`src/rtl/hbg_pkg.sv`:
```
package hbg_pkg;
  typedef enum logic [1:0] {
    OUT_HIZ  = 2'b00,
    OUT_HIGH = 2'b01,
    OUT_LOW  = 2'b10
  } out_state_e;

  typedef struct packed {
    logic n;
    logic p;
  } sw_pair_t;
endpackage

```
`src/rtl/hbg_sync.sv`:
```
module hbg_sync #(
  parameter int WIDTH  = 2,
  parameter int STAGES = 2
) (
  input  logic             clk,
  input  logic             rst_n,
  input  logic [WIDTH-1:0] d_i,
  output logic [WIDTH-1:0] q_o
);
  logic [WIDTH-1:0] stage_q [STAGES];

  for (genvar s = 0; s < STAGES; s++) begin : g_stage
    always_ff @(posedge clk or negedge rst_n) begin
      if (!rst_n) begin
        stage_q[s] <= '0;
      end else begin
        if (s == 0) stage_q[s] <= d_i;
        else        stage_q[s] <= stage_q[(s == 0) ? 0 : s-1];
      end
    end
  end

  assign q_o = stage_q[STAGES-1];
endmodule

```
`src/rtl/hbg_cmd_map.sv`:
```
module hbg_cmd_map
  import hbg_pkg::*;
(
  input  logic     mode_i,
  input  logic     p_cmd_i,
  input  logic     n_cmd_i,
  input  logic     en_n_i,
  output sw_pair_t req_o
);
  always_comb begin
    req_o = '0;
    if (!en_n_i) begin
      if (mode_i) begin
        // dual-input: low p_cmd closes positive switch; forbidden overlap -> both open
        if (!(!p_cmd_i && n_cmd_i)) begin
          req_o.p = !p_cmd_i;
          req_o.n = n_cmd_i;
        end
      end else begin
        req_o.p = n_cmd_i;
        req_o.n = !n_cmd_i;
      end
    end
  end
endmodule

```
`src/rtl/hbg_oc_guard.sv`:
```
module hbg_oc_guard #(
  parameter int OFF_CYC = 12
) (
  input  logic clk,
  input  logic rst_n,
  input  logic trip_i,
  input  logic req_i,
  output logic block_o
);
  localparam int TW = $clog2(OFF_CYC + 1);

  logic [TW-1:0] tmr_q;
  logic          lock_q;

  always_ff @(posedge clk or negedge rst_n) begin
    if (!rst_n) begin
      tmr_q  <= '0;
      lock_q <= 1'b0;
    end else if (trip_i) begin
      tmr_q  <= TW'(OFF_CYC);
      lock_q <= 1'b1;
    end else begin
      if (tmr_q != '0) tmr_q <= tmr_q - 1'b1;
      if (tmr_q == '0 && !req_i) lock_q <= 1'b0;
    end
  end

  assign block_o = lock_q | trip_i;
endmodule

```
`src/rtl/hbg_deadband.sv`:
```
module hbg_deadband
  import hbg_pkg::*;
#(
  parameter int DEAD_CYC = 25
) (
  input  logic     clk,
  input  logic     rst_n,
  input  logic     mode_i,
  input  sw_pair_t req_i,
  output logic     p_on_o,
  output logic     n_on_o
);
  localparam int GW = $clog2(DEAD_CYC + 1);

  logic [GW-1:0] gap_q;
  logic          p_q, n_q, p_d, n_d;
  logic          both_off, gap_ok;

  assign both_off = !p_q && !n_q;
  assign gap_ok   = (gap_q >= GW'(DEAD_CYC - 1));

  always_comb begin
    if (mode_i) begin
      p_d = req_i.p;
      n_d = req_i.n;
    end else begin
      p_d = req_i.p && (p_q || (both_off && gap_ok));
      n_d = req_i.n && (n_q || (both_off && gap_ok));
    end
  end

  always_ff @(posedge clk or negedge rst_n) begin
    if (!rst_n) begin
      p_q   <= 1'b0;
      n_q   <= 1'b0;
      gap_q <= '0;
    end else begin
      p_q <= p_d;
      n_q <= n_d;
      if (!both_off)                     gap_q <= '0;
      else if (gap_q != GW'(DEAD_CYC))   gap_q <= gap_q + 1'b1;
    end
  end

  assign p_on_o = p_q;
  assign n_on_o = n_q;
endmodule

```
`src/rtl/hb_gate_ctrl.sv`:
```
module hb_gate_ctrl
  import hbg_pkg::*;
#(
  parameter int DEAD_CYC    = 25,
  parameter int OC_OFF_CYC  = 12,
  parameter int SYNC_STAGES = 2
) (
  input  logic       clk,
  input  logic       rst_n,
  input  logic       mode_i,
  input  logic       p_cmd_i,
  input  logic       n_cmd_i,
  input  logic       en_n_i,
  input  logic       oc_src_i,
  input  logic       oc_snk_i,
  output logic       p_on_o,
  output logic       n_on_o,
  output logic [1:0] out_state_o
);
  localparam int NSW = 2;

  logic [NSW-1:0] trip_s, req_v, blk_v;
  sw_pair_t       req, req_gated;

  hbg_sync #(.WIDTH(NSW), .STAGES(SYNC_STAGES)) u_sync (
    .clk(clk), .rst_n(rst_n),
    .d_i({oc_snk_i, oc_src_i}),
    .q_o(trip_s)
  );

  hbg_cmd_map u_map (
    .mode_i(mode_i), .p_cmd_i(p_cmd_i), .n_cmd_i(n_cmd_i),
    .en_n_i(en_n_i), .req_o(req)
  );

  assign req_v = {req.n, req.p};

  for (genvar i = 0; i < NSW; i++) begin : g_guard
    hbg_oc_guard #(.OFF_CYC(OC_OFF_CYC)) u_guard (
      .clk(clk), .rst_n(rst_n),
      .trip_i(trip_s[i]), .req_i(req_v[i]),
      .block_o(blk_v[i])
    );
  end

  assign req_gated.p = req.p && !blk_v[0];
  assign req_gated.n = req.n && !blk_v[1];

  hbg_deadband #(.DEAD_CYC(DEAD_CYC)) u_db (
    .clk(clk), .rst_n(rst_n), .mode_i(mode_i),
    .req_i(req_gated), .p_on_o(p_on_o), .n_on_o(n_on_o)
  );

  always_comb begin
    unique case ({n_on_o, p_on_o})
      2'b01:   out_state_o = OUT_HIGH;
      2'b10:   out_state_o = OUT_LOW;
      default: out_state_o = OUT_HIZ;
    endcase
  end
endmodule

```
`config.mk`:
```
export PLATFORM = sky130hd
export DESIGN_NAME = hb_gate_ctrl
export DESIGN_NICKNAME = d
export VERILOG_FILES = /design/src/rtl/hbg_pkg.sv /design/src/rtl/hbg_sync.sv /design/src/rtl/hbg_cmd_map.sv /design/src/rtl/hbg_oc_guard.sv /design/src/rtl/hbg_deadband.sv /design/src/rtl/hb_gate_ctrl.sv
export SDC_FILE = /design/constraint.sdc
export NUM_CORES = 1
export LEC_CHECK = 0
export ABC_AREA = 0
export CORE_MARGIN = 2
export CORE_UTILIZATION = 50
export DETAILED_ROUTE_END_ITERATION = 8
export PLACE_DENSITY = 0.73
export RECOVER_POWER = 50
export SYNTH_ARGS = -nofsm -noshare
export SYNTH_HDL_FRONTEND = slang
export SYNTH_SLANG_ARGS = --single-unit
```
`constraint.sdc`:
```
create_clock -name clk -period 1.7 [get_ports clk]
set_input_delay 0.34 -clock clk [delete_from_list [all_inputs] [get_ports clk]]
set_output_delay 0.34 -clock clk [all_outputs]
set_load 0.02 [all_outputs]
```
# After elaboration in Yosys (flattened, before gate mapping)
# Index checks and enable logic that the tools add are counted.
# totals
latchBits,0
in_bits,8
memories,0
ff_bits,21
ramBits,0
word_cells,62
rom_bits,0
# classes
reduce_logical,27
mux,16
eq_ne,4
n_lt_le_gt_ge,1
bitwise_logic,2
multipliers,0
n_div,0
shift,0
addsub,3
# ops
cell,count
2-to-1 mux 4 bit,4
2-to-1 mux 5 bit,2
logical AND 1 bit,9
logical NOT 1 bit,8
logical NOT 4 bit,2
nonzero test 2 bit,4
nonzero test 4 bit,2
subtractor 4 x 1 -> 4 bit (second input constant),2
2-to-1 mux 1 bit,6
2-to-1 mux 2 bit,3
adder 5 x 1 -> 5 bit (second input constant),1
>= comparator 5 bit (second input constant),1
inequality test 5 bit (second input constant),1
one-hot mux 2 bit (2 select lines),1
== test 2 x 1 -> 1 bit (second input constant),1
== test 2 bit (second input constant),1
logical OR 1 bit,2
inequality test 2 bit (second input constant),1
bitwise OR 1 bit,2

# Logic depth before layout (Yosys ltp)
# Gate-level depths: netlist (run 1).
# logic_depth
depth_word,9
mapped_depth,5
ltp_nobuf,5

# By module
# Synthesis (run 1) repeated with hierarchy kept, for this count alone.
# unflattened
cells_unflattened,103
area_unflattened_um2,1181.1
# modules_own_cells
module,instances,seq_area_each_um2,area_per_inst_um2,cells_each
hbg_oc_guard,2,125.1,284.0,25
hbg_deadband,1,175.2,430.4,37
hbg_sync,1,100.1,115.1,6
hbg_cmd_map,1,0.0,40.0,6
hb_gate_ctrl,1,0.0,27.5,4

# Least setup slack after synthesis (run 1)
# No wires, ideal clock.
# synth_path
path_type,register to register
startpoint,register g_guard[0].u_guard.tmr_q[0]
endpoint,register g_guard[0].u_guard.tmr_q[0]
required_time_ps,1575
t_arrival_ps,1195
path_stages_with_launch,6
slack_ps,380
path_buffers,0
setup_time_ps,125
cell_sequence,dfrtp_1 -> inv_1 -> ha_1 -> or3b_4 -> xnor2_1 -> nor2_1
# synth_between
elab_chain_len,3
word_cells_on_any_way,5
cone_classes,1 x add/sub; 2 x mux; 2 x reduce/logical
# synth_lines
item,line,source
start: declaration,hbg_oc_guard.sv:12,logic [TW-1:0] tmr_q;
start signal: assignment,hbg_oc_guard.sv:20,tmr_q <= TW'(OFF_CYC);
start signal: assignment,hbg_oc_guard.sv:23,if (tmr_q != '0) tmr_q <= tmr_q - 1'b1;
subtractor 4 x 1 -> 4 bit,hbg_oc_guard.sv:23,
2-to-1 mux 4 bit,hbg_oc_guard.sv:23,
2-to-1 mux 4 bit,hbg_oc_guard.sv:19,end else if (trip_i) begin
# Parallel ways exist; a longest one is shown, timed or not. The select of a mux whose other input is x is not followed.
# A chain may end at the register's enable or synchronous reset.

# Final worst setup path (run 1)
# layout_path
startpoint,"register u_db.n_q, in the netlist u_db.n_on_o"
endpoint,output out_state_o[1]
# layout_between
elab_chain_len,2
word_cells_on_any_way,3
cone_classes,2 x eq/ne; 1 x mux
# layout_lines
item,line,source
start: declaration,hbg_deadband.sv:16,"logic p_q, n_q, p_d, n_d;"
start signal: assignment,hbg_deadband.sv:39,n_q <= n_d;
== test 2 bit or == test 2 x 1 -> 1 bit (tied branches),hb_gate_ctrl.sv:55,"unique case ({n_on_o, p_on_o})"
one-hot mux 2 bit (2 select lines) *,hb_gate_ctrl.sv:55,
end: declaration,hb_gate_ctrl.sv:18,output logic [1:0] out_state_o
# Mark *: on every way between the ends. The rest lies on a longest branch, timed or not.

==> impl_metrics.toml, run 1 <==
[finish]
fin_area_um2 = 1120
layout.area.seq_um2 = 526
mostFrequentLayoutCells = "dfrtp_1 (21), nor2_1 (14), inv_1 (7)"
fill_cells = 157
post_route_cells_drive_above_1_share_pct = 7.62
final_nets = 118
finalNonFillerCells = 130
multiInputGateArea_um2 = 405
antenna_cells_inserted = 0
final_common_cell = "dfrtp_1"
finish.utilization_pct = 63.7
area_delta_synth_final_pct = 17.4

[detailed_routing]
dr.first_iter.drc_count = 3
avgRoutedWirePerCell_um = 12.7
route.vias.total = 704
route.antenna.remaining_nets = 0
number_of_detailed_routing_iterations_run_before_antenna_repair = 4
remaining_design_rule_violation_count = 0
viasPerCell = 5.42
route.final.wire_length_um = 1650

[timing]
timing.setup.tns_ps = 0
final.period_utilization_pct = 91.9
hold_violations = 0
setup_repair_after_global_routing_missed_its_margin = "false"
layout_min_cycle_time_ps = 1560
worst_case_setup_margin_in_the_final_layout_ps = 138
timing.final.setup_violations = 0
transition_time_at_the_pin_with_the_least_slew_margin_ps = 1120
max_freq_ghz = 0.640
skew_ps = 2.71
maxSlewViolCount = 0
timing.hold.ws_ps = 368
slew-limit-headroom_pct = 25.5

[clock_tree]
tritoncts = "built"
clock-sinks = 21
clkLatencyLatePin_ps = 300
cts_inserted_buffers = 3
cts-root-buf = "clkbuf_4"
clock_path_buffers = 2
cts-htree-levels = 1
clkTransAtPathRegs_ps = 110

[power]
vdd_ir_drop_max_v = 0.000741
power.switching_fraction_pct = 31.6
combinationalPowerShare_pct = 24.0
power.leakage_nw = 0.487
power_density_nw_per_um2 = 1100
power_mw = 1.24
share_seq_of_total_power_pct = 57.2
clockPowerShare_pct = 18.9
switching_power_mw = 0.391
total_internal_power_mw = 0.847

[min_path]
hold_start = "u_sync.stage_q[2]"
min_path_type = "reg2reg"

[worst_setup_path]
critical_path.reg2reg.startpoint = "g_guard[0].u_guard.tmr_q[0]"
timing.setup.critical_path_class = "reg2out"
start_kind = "flop"
crit_arrival_ps = 1220
crit_path_start = "u_db.n_on_o"
crit_path_max_fanout = 6
crit_path_end_kind = "output port"
data_required_time_of_the_critical_path_ps = 1360

[floorplanning]
floorplan.rows = 15
core_area_um2 = 1760
die_area_um2 = 2280
die-height_um = 47.8
starting_utilization_of_the_core_area_pct = 54.3
floorplan.io_pins = 12
chipWidth_um = 47.8

[synthesis]
synth_nets = 101
synthTopCellsByArea = "dfrtp_1 (55%), nor2_1 (5.5%), ha_1 (5.2%)"
synth.largest_area_cell = "dfrtp_1"
netlist.area_leader.share_pct = 54.9
synthesis.area_um2 = 957
synth_cells = 89
seq_area_frac_synth_pct = 54.9
ys_types = 24
synth.ff_latch_count = 21
synth.avg_cell_area_um2 = 10.8
yosys_warnings = 0

[global_routing]
gr-usage-all-layers_pct = 18.0
first_global_vias = 690
grt_max_degree = 22
wire_length_of_the_first_global_routing_pass_um = 2770
initial_antenna_violation_count = 0
globalRoute.totalOverflow = 0

[place]
post_detailed_placement_half_perimeter_wirelength_um = 1230
placed_cells_incl_taps = 126
dp_slack_ps = 168
finalWeightedCongestion = 0.756
buffer_ports.inserted = 11
post_dp_cell_area_um2 = 1110

[status]
result_of_the_run = "finished, final reports clean"

[job]
max-cap-violations = 0
-- power by group through the flow --
stage	logic (mW)	registers, mW	clock network, mW
after CTS	0.304	0.706	0.246
after floorplan	0.234	0.690	0
final	0.297	0.708	0.234
after global placement	0.289	0.711	0
after detailed placement	0.302	0.716	0
after global routing	0.345	0.726	0.269
-- area by class of cell --
class	instances	area share (%)
Clock buffer	4	2.34
Inverter	7	2.34
Multi-Input combinational cell	61	36.1
Sequential cell	21	46.8
Tap cell	25	2.78
Timing Repair Buffer	12	9.69
-- cells in the mapped netlist --
cell and number:
a31oi_1 1, or3b_4 2, a311oi_1 2, nand2b_1 1, dfrtp_1 21, nor3_1 3
nor2_1 14, or3_1 2, nor2b_1 3, nand3_1 3, nand4b_1 1, nor4_1 2
nand2_1 2, nand3b_1 3, a211oi_2 2, inv_1 7, a21oi_1 6, nor3b_1 1
a211o_1 2, or2_2 1, a211oi_1 1, ha_1 4, xnor2_1 3, xor2_1 2
-- path summary, 6_finish.rpt --
path                                                to  slack, ps  depth (start not counted)
min reg2reg                              u_sync.q_o[0]        370                          0
max                                     out_state_o[1]        140                          2
min in group asynchronous    g_guard[1].u_guard.lock_q        690                          2
min                                      u_sync.q_o[0]        370                          0
max reg2reg                g_guard[0].u_guard.tmr_q[0]        280                          5
max in group asynchronous  g_guard[0].u_guard.tmr_q[2]        340                          2
-- sequential cells by signal, summed over array words and instances (netlist names) --
signal and count:
g_guard.u_guard.lock_q 2, g_guard.u_guard.tmr_q 8, u_db.gap_q 5, u_db.n_on_o 1
u_db.p_on_o 1, u_sync.q_o 2, u_sync.stage_q 2
-- logic make-up after synthesis --
| logic type | count (synthesis) | synth area share [%] |
|---|---|---|
| AOI/OAI and AO/OA | 14 | 10.9 |
| xor gates and xnor gates | 5 | 4.58 |
| adders and majority gates | 4 | 5.23 |
| buffers and inverters | 7 | 2.75 |
| DFF | 21 | 54.9 |
| and+or+nand+nor | 38 | 21.7 |
-- layer usage --
metal	track usage (%)	wire (um)
met3	3.77	63
met4	12.4	46
met2	28.8	786
met5	0	0
met1	21.5	748
-- critical path, stage by stage, from the launching register on --
cell,delay (ps)
dfrtp_1,440
nor2b_1,150
dlygate4sd2_1,340
-- timing repair --
action                                  CTS  global route
hold buffers                              0             0
gates resized for setup                   4             0
endpoints found under the setup margin    4             0
buffers inserted                          0             0
Note: power is estimated with default switching activity, not from simulation.
==> run 2, diff against run 1 <==
--- a/config.mk
+++ b/config.mk
@@ -11,6 +11,7 @@
 export DETAILED_ROUTE_END_ITERATION = 8
 export PLACE_DENSITY = 0.73
 export RECOVER_POWER = 50
+export SLEW_MARGIN = 20
 export SYNTH_ARGS = -nofsm -noshare
 export SYNTH_HDL_FRONTEND = slang
 export SYNTH_SLANG_ARGS = --single-unit
==> results of run 2 <==
The final DEF is identical to that of run 1; final timing and power are the same.
==> run 3, diff against run 2 <==
--- a/config.mk
+++ b/config.mk
@@ -9,7 +9,7 @@
 export CORE_MARGIN = 2
 export CORE_UTILIZATION = 50
 export DETAILED_ROUTE_END_ITERATION = 8
-export PLACE_DENSITY = 0.73
+export DONT_BUFFER_PORTS = 1
 export RECOVER_POWER = 50
 export SLEW_MARGIN = 20
 export SYNTH_ARGS = -nofsm -noshare
==> run 3 against run 2 <==
Against the previous run:
- sequential cell count is the same
- clock power hardly changed
- critical path depth fell by 1
- fmax decreased by 1.4%
- setup slack worse by 22 ps
- die area is the same
- via count down 9.5%
- sequential share of layout area up 4.4 points
- hold slack worse by 310 ps
- largest power group unchanged
- highest routed layer unchanged
==> impl_metrics.toml, run 3 (synthesis results as in run 1) <==
[timing]
timing.hold.ws_ps = 56.7
hold_violations = 0
final.period_utilization_pct = 93.2
maxSlewViolCount = 0
transition_time_at_the_pin_with_the_least_slew_margin_ps = 910
setup_repair_after_global_routing_missed_its_margin = "false"
skew_ps = 1.18
slew-limit-headroom_pct = 39.1
max_freq_ghz = 0.631
timing.setup.tns_ps = 0
timing.final.setup_violations = 0
layout_min_cycle_time_ps = 1580

[detailed_routing]
wire_length_on_met1_um = 693
route.vias.total = 637
met2_wirelength_um = 631
met3RoutedLength_um = 55
route.final.wire_length_um = 1410
highest_layer = "met4"
remaining_design_rule_violation_count = 0
number_of_detailed_routing_iterations_run_before_antenna_repair = 3
dr.first_iter.drc_count = 16
route.antenna.remaining_nets = 0
avgRoutedWirePerCell_um = 11.8
viasPerCell = 5.35

[floorplanning]
floorplan.io_pins = 12
starting_utilization_of_the_core_area_pct = 54.3
die-height_um = 47.8
chipWidth_um = 47.8
core_area_um2 = 1760
floorplan.rows = 15
die_area_um2 = 2280

[finish]
fill_cells = 176
antenna_cells_inserted = 0
final_nets = 107
area_delta_synth_final_pct = 7.32
mostFrequentLayoutCells = "dfrtp_1 (21), nor2_1 (14), inv_1 (7)"
registers_with_the_highest_flip_flop_counts = "g_guard.u_guard.tmr_q x8, u_db.gap_q x5"
finish.utilization_pct = 58.2
largest_register_ff_count = 8
finalNonFillerCells = 119
post_route_cells_drive_above_1_share_pct = 9.57
fin_area_um2 = 1030
final_common_cell = "dfrtp_1"
registers.top_by_ff_count = "g_guard.u_guard.tmr_q"

[power]
vdd_ir_drop_max_v = 0.000798
power.leakage_nw = 0.429
power_density_nw_per_um2 = 1180

[clock_tree]
clkTransAtPathRegs_ps = 110
post_cts.repair.setup_buffers = 0
cts_inserted_buffers = 3
clock-sinks = 21
cts-root-buf = "clkbuf_4"
tritoncts = "built"
clock_path_buffers = 2
clkLatencyLatePin_ps = 300
cts-htree-levels = 1

[global_routing]
initial_antenna_violation_count = 0
globalRoute.totalOverflow = 0
first_global_vias = 557
grt_max_degree = 22
wire_length_of_the_first_global_routing_pass_um = 2210
gr-usage-all-layers_pct = 14.5

[place]
buffer_ports.inserted = 0
finalWeightedCongestion = 0.741
post_detailed_placement_half_perimeter_wirelength_um = 1060
placed_cells_incl_taps = 114
post_dp_cell_area_um2 = 988

[worst_setup_path]
start_kind = "flop"
data_required_time_of_the_critical_path_ps = 1360
crit_path_end_kind = "output port"
critical_path.max_stage_delay_ps = 540
crit_path_max_fanout = 6
critical_path_buf_inv_count = 0
crit_path_top_delay_cell = "dfrtp_1"
timing.setup.critical_path_class = "reg2out"
crit_arrival_ps = 1240
critPathTopFamily = "flip-flops"
critical_path.cell_chain = "nor2b_1"

[min_path]
min_path_type = "in2reg"

[job]
max-cap-violations = 0

[status]
result_of_the_run = "finished, final reports clean"
## run 3: changes by cell type in the layout (fill, tap and decap cells not counted), sizes merged
cell           delta
clkdlybuf4s50     -5
dlygate4sd3       -1
clkbuf            -1
dlygate4sd2       -4
## run 3: cell type report
| cell class | instances | area (um^2) | share of cell area [%] |
|---|---|---|---|
| multi-input combinational | 61 | 408 | 39.7 |
| clock buffer | 4 | 26.3 | 2.56 |
| tap | 25 | 31.3 | 3.05 |
| sequential | 21 | 526 | 51.2 |
| inverter | 7 | 26.3 | 2.56 |
| timing repair buffer | 1 | 10.0 | 0.974 |
## run 3: routing by layer
layer	up-vias	track usage, %
met1	300	18.7
met4	0	8.11
met5	-	0
met3	4	3.77
li1	320	-
met2	13	22.1
## run 3: repair_timing
action | CTS | global route
hold buffers | 1 | 0
resized for setup | 0 | 1
setup endpoints to repair | 0 | 1
hold endpoints to repair | 21 | 0
## run 3: power by group
group / leakage (nW) / switching [mW] / internal, mW / total (mW)
Clock: 0.0150 / 0.141 / 0.0915 / 0.232
Combinational: 0.173 / 0.126 / 0.149 / 0.276
Sequential: 0.241 / 0.107 / 0.596 / 0.703
Total: 0.429 / 0.374 / 0.837 / 1.21
## run 3: final timing paths
check | startpoint | endpoint | slack [ps] | depth (start not counted)
setup / recovery | u_db.n_on_o | out_state_o[1] | 120 | 1
hold / removal | oc_snk_i | u_sync.stage_q[3] | 60 | 0
setup reg to reg | g_guard[1].u_guard.tmr_q[0] | g_guard[1].u_guard.tmr_q[0] | 270 | 5
hold reg to reg | u_sync.stage_q[2] | u_sync.q_o[0] | 360 | 0
max in group asynchronous | rst_n | u_db.gap_q[0] | 540 | 1
min in group asynchronous | rst_n | u_db.n_on_o | 610 | 1
## run 3: stage by stage
step           power, mW  setup WS (ps)
4_1_cts             1.23           92.7
2_1_floorplan      0.924            380
6_report            1.21            116
5_1_grt             1.31           15.2
3_5_place_dp       0.984            266
3_3_place_gp       0.969            318
